### config.mk
export PLATFORM = sky130hd
export DESIGN_NAME = sb_hazard_ctl
export DESIGN_NICKNAME = d
export VERILOG_FILES = /design/src/rtl/sb_result_tbl.sv /design/src/rtl/sb_wb_select.sv /design/src/rtl/sb_hazard_ctl.sv
export SDC_FILE = /design/constraint.sdc
export NUM_CORES = 1
export LEC_CHECK = 0
export ABC_CLOCK_PERIOD_IN_PS = 5400
export BUFFER_PORTS_ARGS = -buffer_cell sky130_fd_sc_hd__buf_2
export CAP_MARGIN = 10
export CORE_AREA = 2 2 103 154
export CTS_CLUSTER_DIAMETER = 200
export DETAILED_ROUTE_END_ITERATION = 6
export DIE_AREA = 0 0 105 156
export PLACE_DENSITY = 0.85
export SLEW_MARGIN = 0
export SYNTH_ARGS = -nofsm -noshare
export SYNTH_HDL_FRONTEND = slang
export SYNTH_SLANG_ARGS = --single-unit
export TNS_END_PERCENT = 30
### constraint.sdc
create_clock -name clk -period 5.4 [get_ports clk]
set_clock_uncertainty 0.1 [all_clocks]
set_input_delay 0.54 -clock clk [delete_from_list [all_inputs] [get_ports clk]]
set_output_delay 0.54 -clock clk [all_outputs]
set_load 0.1 [all_outputs]
### src/rtl/sb_result_tbl.sv
// Register-result table: which registers await a write, and from which unit.
module sb_result_tbl #(
  parameter int NUM_REGS = 16,
  parameter int FU_W     = 2,
  parameter int REG_W    = 4
) (
  input  logic                            clk,
  input  logic                            rst_n,
  input  logic                            set_en,
  input  logic [REG_W-1:0]                set_reg,
  input  logic [FU_W-1:0]                 set_fu,
  input  logic                            clr_en,
  input  logic [REG_W-1:0]                clr_reg,
  output logic [NUM_REGS-1:0]             pend,
  output logic [NUM_REGS-1:0][FU_W-1:0]   owner
);
  always_ff @(posedge clk) begin
    if (!rst_n) begin
      pend  <= '0;
      owner <= '0;
    end else begin
      if (clr_en) pend[clr_reg] <= 1'b0;
      if (set_en) begin
        pend[set_reg]  <= 1'b1;
        owner[set_reg] <= set_fu;
      end
    end
  end
endmodule

### src/rtl/sb_wb_select.sv
// Write-back eligibility with write-after-read hold and lowest-index priority.
module sb_wb_select #(
  parameter int NUM_FU = 4,
  parameter int FU_W   = 2,
  parameter int REG_W  = 4
) (
  input  logic [NUM_FU-1:0]             busy,
  input  logic [NUM_FU-1:0]             started,
  input  logic [NUM_FU-1:0]             done_req,
  input  logic [NUM_FU-1:0][REG_W-1:0]  dst,
  input  logic [NUM_FU-1:0][REG_W-1:0]  fj,
  input  logic [NUM_FU-1:0][REG_W-1:0]  fk,
  input  logic [NUM_FU-1:0]             rj,
  input  logic [NUM_FU-1:0]             rk,
  output logic [NUM_FU-1:0]             grant,
  output logic                          wb_valid,
  output logic [FU_W-1:0]               wb_fu,
  output logic [REG_W-1:0]              wb_dst
);
  logic [NUM_FU-1:0] war_hold;
  logic [NUM_FU-1:0] elig;

  for (genvar u = 0; u < NUM_FU; u++) begin : g_unit
    always_comb begin
      war_hold[u] = 1'b0;
      for (int v = 0; v < NUM_FU; v++) begin
        if (v != u && busy[v] &&
            ((rj[v] && fj[v] == dst[u]) || (rk[v] && fk[v] == dst[u])))
          war_hold[u] = 1'b1;
      end
    end
    assign elig[u] = done_req[u] && started[u] && !war_hold[u];
  end

  assign grant    = elig & (~elig + NUM_FU'(1));
  assign wb_valid = |elig;

  always_comb begin
    wb_fu = '0;
    for (int i = NUM_FU - 1; i >= 0; i--)
      if (elig[i]) wb_fu = FU_W'(i);
  end

  assign wb_dst = dst[wb_fu];
endmodule

### src/rtl/sb_hazard_ctl.sv
// Top: issue gate, per-unit status and operand-read release.
module sb_hazard_ctl #(
  parameter int NUM_FU   = 4,
  parameter int NUM_REGS = 16,
  parameter int OP_W     = 4,
  localparam int FU_W    = $clog2(NUM_FU),
  localparam int REG_W   = $clog2(NUM_REGS)
) (
  input  logic                            clk,
  input  logic                            rst_n,
  input  logic                            iss_valid,
  output logic                            iss_ready,
  input  logic [FU_W-1:0]                 iss_fu,
  input  logic [OP_W-1:0]                 iss_op,
  input  logic [REG_W-1:0]                iss_dst,
  input  logic [REG_W-1:0]                iss_src1,
  input  logic [REG_W-1:0]                iss_src2,
  output logic [NUM_FU-1:0]               fu_start,
  output logic [NUM_FU-1:0][OP_W-1:0]     fu_op,
  output logic [NUM_FU-1:0][REG_W-1:0]    fu_src1,
  output logic [NUM_FU-1:0][REG_W-1:0]    fu_src2,
  input  logic [NUM_FU-1:0]               done_req,
  output logic [NUM_FU-1:0]               wb_grant,
  output logic                            wb_valid,
  output logic [REG_W-1:0]                wb_dst
);
  logic [NUM_FU-1:0]             busy, started, rj, rk, qj_vld, qk_vld;
  logic [NUM_FU-1:0][REG_W-1:0]  dst;
  logic [NUM_FU-1:0][FU_W-1:0]   qj, qk;
  logic [NUM_REGS-1:0]           pend;
  logic [NUM_REGS-1:0][FU_W-1:0] owner;
  logic [FU_W-1:0]               wb_fu;
  logic                          fire, s1_free, s2_free;

  assign iss_ready = !busy[iss_fu] && !pend[iss_dst];
  assign fire      = iss_valid && iss_ready;
  // a source written back this very cycle is readable from the next cycle on
  assign s1_free   = !pend[iss_src1] || (wb_valid && wb_dst == iss_src1);
  assign s2_free   = !pend[iss_src2] || (wb_valid && wb_dst == iss_src2);
  assign fu_start  = busy & ~started & rj & rk;

  sb_result_tbl #(.NUM_REGS(NUM_REGS), .FU_W(FU_W), .REG_W(REG_W)) tbl_i (
    .clk(clk), .rst_n(rst_n),
    .set_en(fire), .set_reg(iss_dst), .set_fu(iss_fu),
    .clr_en(wb_valid), .clr_reg(wb_dst),
    .pend(pend), .owner(owner)
  );

  sb_wb_select #(.NUM_FU(NUM_FU), .FU_W(FU_W), .REG_W(REG_W)) sel_i (
    .busy(busy), .started(started), .done_req(done_req), .dst(dst),
    .fj(fu_src1), .fk(fu_src2), .rj(rj), .rk(rk),
    .grant(wb_grant), .wb_valid(wb_valid), .wb_fu(wb_fu), .wb_dst(wb_dst)
  );

  always_ff @(posedge clk) begin
    if (!rst_n) begin
      busy <= '0; started <= '0; rj <= '0; rk <= '0;
      qj_vld <= '0; qk_vld <= '0; qj <= '0; qk <= '0;
      dst <= '0; fu_op <= '0; fu_src1 <= '0; fu_src2 <= '0;
    end else begin
      for (int u = 0; u < NUM_FU; u++) begin
        if (fire && iss_fu == FU_W'(u)) begin
          busy[u]    <= 1'b1;
          started[u] <= 1'b0;
          fu_op[u]   <= iss_op;
          dst[u]     <= iss_dst;
          fu_src1[u] <= iss_src1;
          fu_src2[u] <= iss_src2;
          rj[u]      <= s1_free;
          rk[u]      <= s2_free;
          qj_vld[u]  <= !s1_free;
          qk_vld[u]  <= !s2_free;
          qj[u]      <= owner[iss_src1];
          qk[u]      <= owner[iss_src2];
        end else if (wb_grant[u]) begin
          busy[u] <= 1'b0; started[u] <= 1'b0;
          rj[u] <= 1'b0; rk[u] <= 1'b0;
          qj_vld[u] <= 1'b0; qk_vld[u] <= 1'b0;
        end else begin
          if (fu_start[u]) begin
            started[u] <= 1'b1;
            rj[u] <= 1'b0;        // operands read: releases held write-backs
            rk[u] <= 1'b0;
          end
          if (wb_valid && qj_vld[u] && qj[u] == wb_fu) begin
            rj[u] <= 1'b1; qj_vld[u] <= 1'b0;
          end
          if (wb_valid && qk_vld[u] && qk[u] == wb_fu) begin
            rk[u] <= 1'b1; qk_vld[u] <= 1'b0;
          end
        end
      end
    end
  end
endmodule

==> results.ini, run 1 <==
[status]
status=finished, final reports clean

[final_layout]
final_cell_mix=dfxtp_1, nand2_1, buf_2
mostFrequentLayoutCell=dfxtp_1
final_util_pct=63.06
multiInputGateArea_mm2=0.005001
finalInstanceArea_mm2=0.009460
regArea_mm2=0.003043
final_nets=1014
layout-drive-gt1-share_pct=17.07
syn_to_final_growth_pct=12.26
fillers=1267
n_antenna_cell=0
fin_cells=1201

[floorplan]
ioPinCount=87
core_area_mm2=0.01500
dieArea_mm2=0.01638
dieHeight_um=156
die-width_um=105
initial_utilization_pct=56.17
rows=55

[critical_path]
cp_num_buf_inv=1
critPathArrivalTime_ns=3.65
path_max_fanout=24
r2r_cells=10
cp.required_ns=4.76
critPathCaptureType=output port
r2r_setup_slack_ns=1.61
path_delay_family=compound AO/OA/AOI/OAI gates
start_kind=flip-flop
worst-setup-path-type=reg2out
reg2reg_from=dst[14]
r2r-end=tbl_i.pend[12]
critical-path-max-stage-delay_ns=0.82
crit_chain=xnor2_1, nand3_1, o311ai_0, nor3_1, o311a_1, nor2_1, a221oi_4, buf_2
slowest_stage=o311a_1

[sta]
drv_slew=0
tightest_slew_ns=1.051
setup_viol=0
period_share_pct=79.51
rsz0062_at_grt=false
whs_ns=0.2867
setup_tns_ns=0
slew_headroom_pct=29.97
fin_ws_ns=1.106
hold_violations=0
min_period_ns=4.294
fmax_mhz=232.9

[logic_synthesis]
ys_seq_area_share_pct=36.11
netlist_instances=954
ys_seq_elements=152
synth-edff-count=0
synth_top_area_share_pct=36.11
synth_warnings=0
mappedNetlistNets=979
syn_avg_cell_area_um2=8.833
async_reset_ff_share_pct=0
yosysTopAreaCell=dfxtp_1
syn_area_mm2=0.008427
synthTopCellsByArea=dfxtp_1, mux4_2, xnor2_1
synth_cell_types=56
synth_flop_cell=dfxtp_1

[job]
maxCapViolations=0

[clock_network]
clk_pin_slew_worst_paths_ns=0.06
insertion_delay_ns=0.42
post_cts_resized=0
htreeDepth=4
cts_hold_buf=0
clock_path_buffers=2
numCtsBuffers=17
tritoncts=done
post-cts-setup-buffer-count=0
clock-sinks=152
cts-root-buf=clkbuf_16

[power]
totalPowerFinal_mw=2.874
power_leakage_nw=3.619
powerDensity_mw_per_mm2=303.8
vdd_ir_drop_max_mv=0.2063

[placed_design]
dp_cells=1169
dp_slack_ns=1.540
numPortBuffers=86
placed_cell_area_mm2=0.008815
hpwl_um=17010
place_congestion=1.016

[detailed_routing]
drt_iter0_drc=793
vias_per_cell=6.296
ant_nets=0
routed_wirelength_um=25460
first_pass_iters=6
wl_per_cell_um=21.20
drc=0
vias=7561

[hold_path]
min_to=fu_op[15]
hold_path.class=in2reg
hp-start=iss_op[3]
hold_path_depth=3

[global_routing]
grt_pass1_wl_um=39470
antenna_found_initial=0
grt_usage_pct=31.04
grt_overflow=0
grt_max_degree=87
grt_pass1_vias=7286

[tightest hold or removal path, delay by kind of cell]
kind / cells / cell delay, ns
and+or+nand+nor: 1 / 0.05
AOI/OAI and AO/OA: 1 / 0.05
buffers and inverters: 1 / 0.12
[registers in the layout, indices dropped and copies added, names as in the netlist, 8 cells and up]
register / count
fu_src1: 16
tbl_i.owner: 32
qj: 8
tbl_i.pend: 16
fu_op: 16
fu_src2: 16
dst: 16
qk: 8
[layer usage]
layer,vias to the layer above,GRT usage [%],wire (um)
li1,3404,-,-
met1,3590,35.80,9226
met2,458,53.00,12540
met3,109,5.806,2202
met4,0,19.24,1497
met5,-,0,0
[Yosys cell counts (3+ instances only)]
cell and instances:
o21a_1 16, nor2_1 82, nand4_1 14, nand2b_1 9, buf_4 7, o221a_1 3, xnor2_1 76, nor4_1 4
clkbuf_1 41, o21ai_0 27, nand4b_1 4, a32o_1 4, xor2_1 34, nor2b_1 4, and2_1 5, o21ai_1 7
nand2_1 143, nand3_1 33, nand3b_1 3, dfxtp_1 152, a21oi_1 82, inv_1 12, buf_2 24, a311oi_1 4
mux4_2 36, or3_1 4, nor3_1 24, mux2i_1 56, buf_1 3, o211a_1 4
[power by group]
| group | internal [mW] | total [mW] | switching, mW |
|---|---|---|---|
| Sequential | 1.15 | 1.20 | 0.0493 |
| Clock | 0.806 | 1.31 | 0.499 |
| Combinational | 0.109 | 0.369 | 0.261 |
[area by class of cell]
class,instances,share of cell area [%]
Clock buffer,20,4.827
Sequential cell,152,32.17
Tap cell,199,2.632
Inverter,12,0.4894
Timing Repair Buffer,92,5.026
Multi-Input combinational cell,714,52.86
Clock inverter,12,1.997
[cells by family (layout without fill, tap and decap cells)]
| family | after synthesis | after routing | synth area share [%] |
|---|---|---|---|
| XOR/XNOR | 110 | 110 | 11.43 |
| buffers and inverters | 88 | 136 | 4.677 |
| flip-flops | 152 | 152 | 36.11 |
| multiplexers | 92 | 92 | 16.27 |
| AND/OR/NAND/NOR | 342 | 342 | 18.40 |
| AO/OA/AOI/OAI | 170 | 170 | 13.11 |
[how the worst max path moves through the flow]
stage,from,to,slack [ns],depth (start not counted)
after floorplan,iss_dst[0],fu_src1[2],0.67,10
after global placement,dst[2],wb_dst[2],1.64,8
after detailed placement,iss_dst[0],qk_vld[3],1.54,10
after CTS,dst[0],wb_dst[2],1.15,8
after global routing,dst[3],wb_dst[2],0.82,8
final,dst[2],wb_dst[2],1.11,8
No activity file was read; power rests on OpenSTA's default activity.
==> run 2: changes to the inputs <==
--- a/config.mk
+++ b/config.mk
@@ -5,7 +5,7 @@
 export SDC_FILE = /design/constraint.sdc
 export NUM_CORES = 1
 export LEC_CHECK = 0
-export ABC_CLOCK_PERIOD_IN_PS = 5400
+export ABC_CLOCK_PERIOD_IN_PS = 4500
 export BUFFER_PORTS_ARGS = -buffer_cell sky130_fd_sc_hd__buf_2
 export CAP_MARGIN = 10
 export CORE_AREA = 2 2 103 154
==> constraint.sdc (replaced) <==
create_clock -name clk -period 4.5 [get_ports clk]
set_clock_uncertainty 0.1 [all_clocks]
set_input_delay 0.45 -clock clk [delete_from_list [all_inputs] [get_ports clk]]
set_output_delay 0.45 -clock clk [all_outputs]
set_load 0.1 [all_outputs]
==> results.ini, run 2 (synthesized netlist as in run 1, its figures left out) <==
[floorplan]
die-width_um=105  ; unchanged
ioPinCount=87  ; unchanged
dieArea_mm2=0.01638  ; unchanged
initial_utilization_pct=56.17  ; unchanged
dieHeight_um=156  ; unchanged
rows=55  ; unchanged
core_area_mm2=0.01500  ; unchanged

[final_layout]
final_nets=1022  ; was 1014
multiInputGateArea_mm2=0.005004  ; was 0.005001 mm2
mostFrequentLayoutCell=dfxtp_1  ; unchanged
top_register=tbl_i.owner  ; unchanged
largest_reg_flops=32  ; unchanged
n_antenna_cell=0  ; unchanged
final_cell_mix=dfxtp_1, nand2_1, buf_2  ; unchanged
fillers=1286  ; was 1267
layout-drive-gt1-share_pct=17.92  ; was 17.07%
regArea_mm2=0.003043  ; unchanged
syn_to_final_growth_pct=11.79  ; was 12.26%

[clock_network]
cts-root-buf=clkbuf_16  ; unchanged
tritoncts=done  ; unchanged
post_cts_resized=0  ; unchanged
insertion_delay_ns=0.43  ; was 0.42 ns
cts_hold_buf=0  ; unchanged
post-cts-setup-buffer-count=0  ; unchanged
clk_pin_slew_worst_paths_ns=0.07  ; was 0.06 ns
clock_path_buffers=2  ; unchanged
htreeDepth=4  ; unchanged
numCtsBuffers=17  ; unchanged
clock-sinks=152  ; unchanged

[placed_design]
numPortBuffers=86  ; unchanged
hpwl_um=17490  ; was 17010 um
place_congestion=0.9929  ; was 1.016

[critical_path]
critPathCaptureType=output port  ; unchanged
start_kind=flip-flop  ; unchanged
path_max_fanout=18  ; was 24
worst-setup-path-type=reg2out  ; unchanged
critPathArrivalTime_ns=3.72  ; was 3.65 ns
cp.required_ns=3.95  ; was 4.76 ns

[sta]
drv_slew=0  ; unchanged
tightest_slew_ns=0.9865  ; was 1.051 ns
fmax_mhz=234.4
min_period_ns=4.266
setup_viol=0  ; unchanged
whs_ns=0.1947  ; was 0.2867 ns
slew_headroom_pct=34.24  ; was 29.97%
rsz0062_at_grt=false  ; unchanged
hold_violations=0  ; unchanged
period_share_pct=94.81

[global_routing]
grt_overflow=0  ; unchanged
use_met2_pct=53.96  ; was 53.00%
grt_max_degree=51  ; was 87
antenna_found_initial=0  ; unchanged
busiest_layer=met2  ; unchanged
met1_usage_pct=36.50  ; was 35.80%
grt_usage_pct=31.66  ; was 31.04%
grt_pass1_vias=7533  ; was 7286
grt_pass1_wl_um=40360  ; was 39470 um
use_met3_pct=7.101  ; was 5.806%

[power]
totalPowerFinal_mw=3.220  ; was 2.874 mW
power_leakage_nw=3.609  ; was 3.619 nW
powerDensity_mw_per_mm2=341.8  ; was 303.8 mW/mm2
vdd_ir_drop_max_mv=0.2392  ; was 0.2063 mV

[detailed_routing]
drt_iter0_drc=782  ; was 793
drc=0  ; unchanged
routed_wirelength_um=25510  ; was 25460 um
ant_nets=0  ; unchanged
first_pass_iters=6  ; unchanged
vias_per_cell=6.369  ; was 6.296
vias=7700  ; was 7561
wl_per_cell_um=21.10  ; was 21.20 um

[status]
status=finished, final reports clean  ; unchanged

[hold_path]
hold_path.class=in2reg  ; unchanged

[job]
maxCapViolations=0  ; unchanged

-- run 2: cell count changes in the layout (fill, tap and decap cells not counted) --
cell / delta
buf_4: +8
bufinv_16: -4
clkbuf_1: -1
clkbuf_8: -2
clkinv_2: +2
clkinvlp_4: +2
inv_6: +4
inv_8: -1
nor2_1: -1
nor2_2: +1
-- run 2: per-stage QoR --
stage	TNS [ns]	util, %	area, um2	cells	worst slack, ns
after floorplan	-1.838	-	8429	954	-0.2128
after global placement	0	59.17	8877	1177	0.8039
after detailed placement	0	59.17	8877	1177	0.7547
after CTS	0	62.79	9420	1209	0.2999
after global routing	0	62.79	9420	1209	0.1485
final	0	62.79	9420	1209	0.2336
-- run 2: where the power goes --
group	internal, mW	switching [mW]
registers	1.38	0.0575
logic	0.134	0.316
clock network	0.714	0.619
-- run 2: final timing paths --
kind | startpoint | to | slack (ns) | cells past startpoint
hold / removal | iss_op[3] | fu_op[15] | 0.19 | 3
hold reg to reg | fu_op[15] | fu_op[15] | 0.35 | 2
setup / recovery | dst[0] | wb_dst[2] | 0.23 | 9
setup reg to reg | dst[0] | rk[2] | 0.69 | 11
-- run 2: cell type report --
type	count	area share, %
multi-input cells	714	53.11
well taps	199	2.643
inverters	12	0.4914
clock inverters	15	1.249
clock buffers	17	4.516
flip-flops and latches	152	32.30
repair buffers	100	5.685
-- run 2: critical path, stage by stage (launching register included) --
cell	delay (ns)
dfxtp_1	0.71
xnor2_1	0.18
nand3_1	0.08
o311ai_0	0.45
nor3_1	0.11
o311a_1	0.27
buf_4	0.28
a31o_1	0.23
a221oi_4	0.44
buf_2	0.51
-- run 2: routing by layer --
metal	part of all wire, %	vias to the layer above
li1	-	3431
met1	35	3615
met2	49	508
met3	9.9	146
met4	6.2	0
met5	0	-
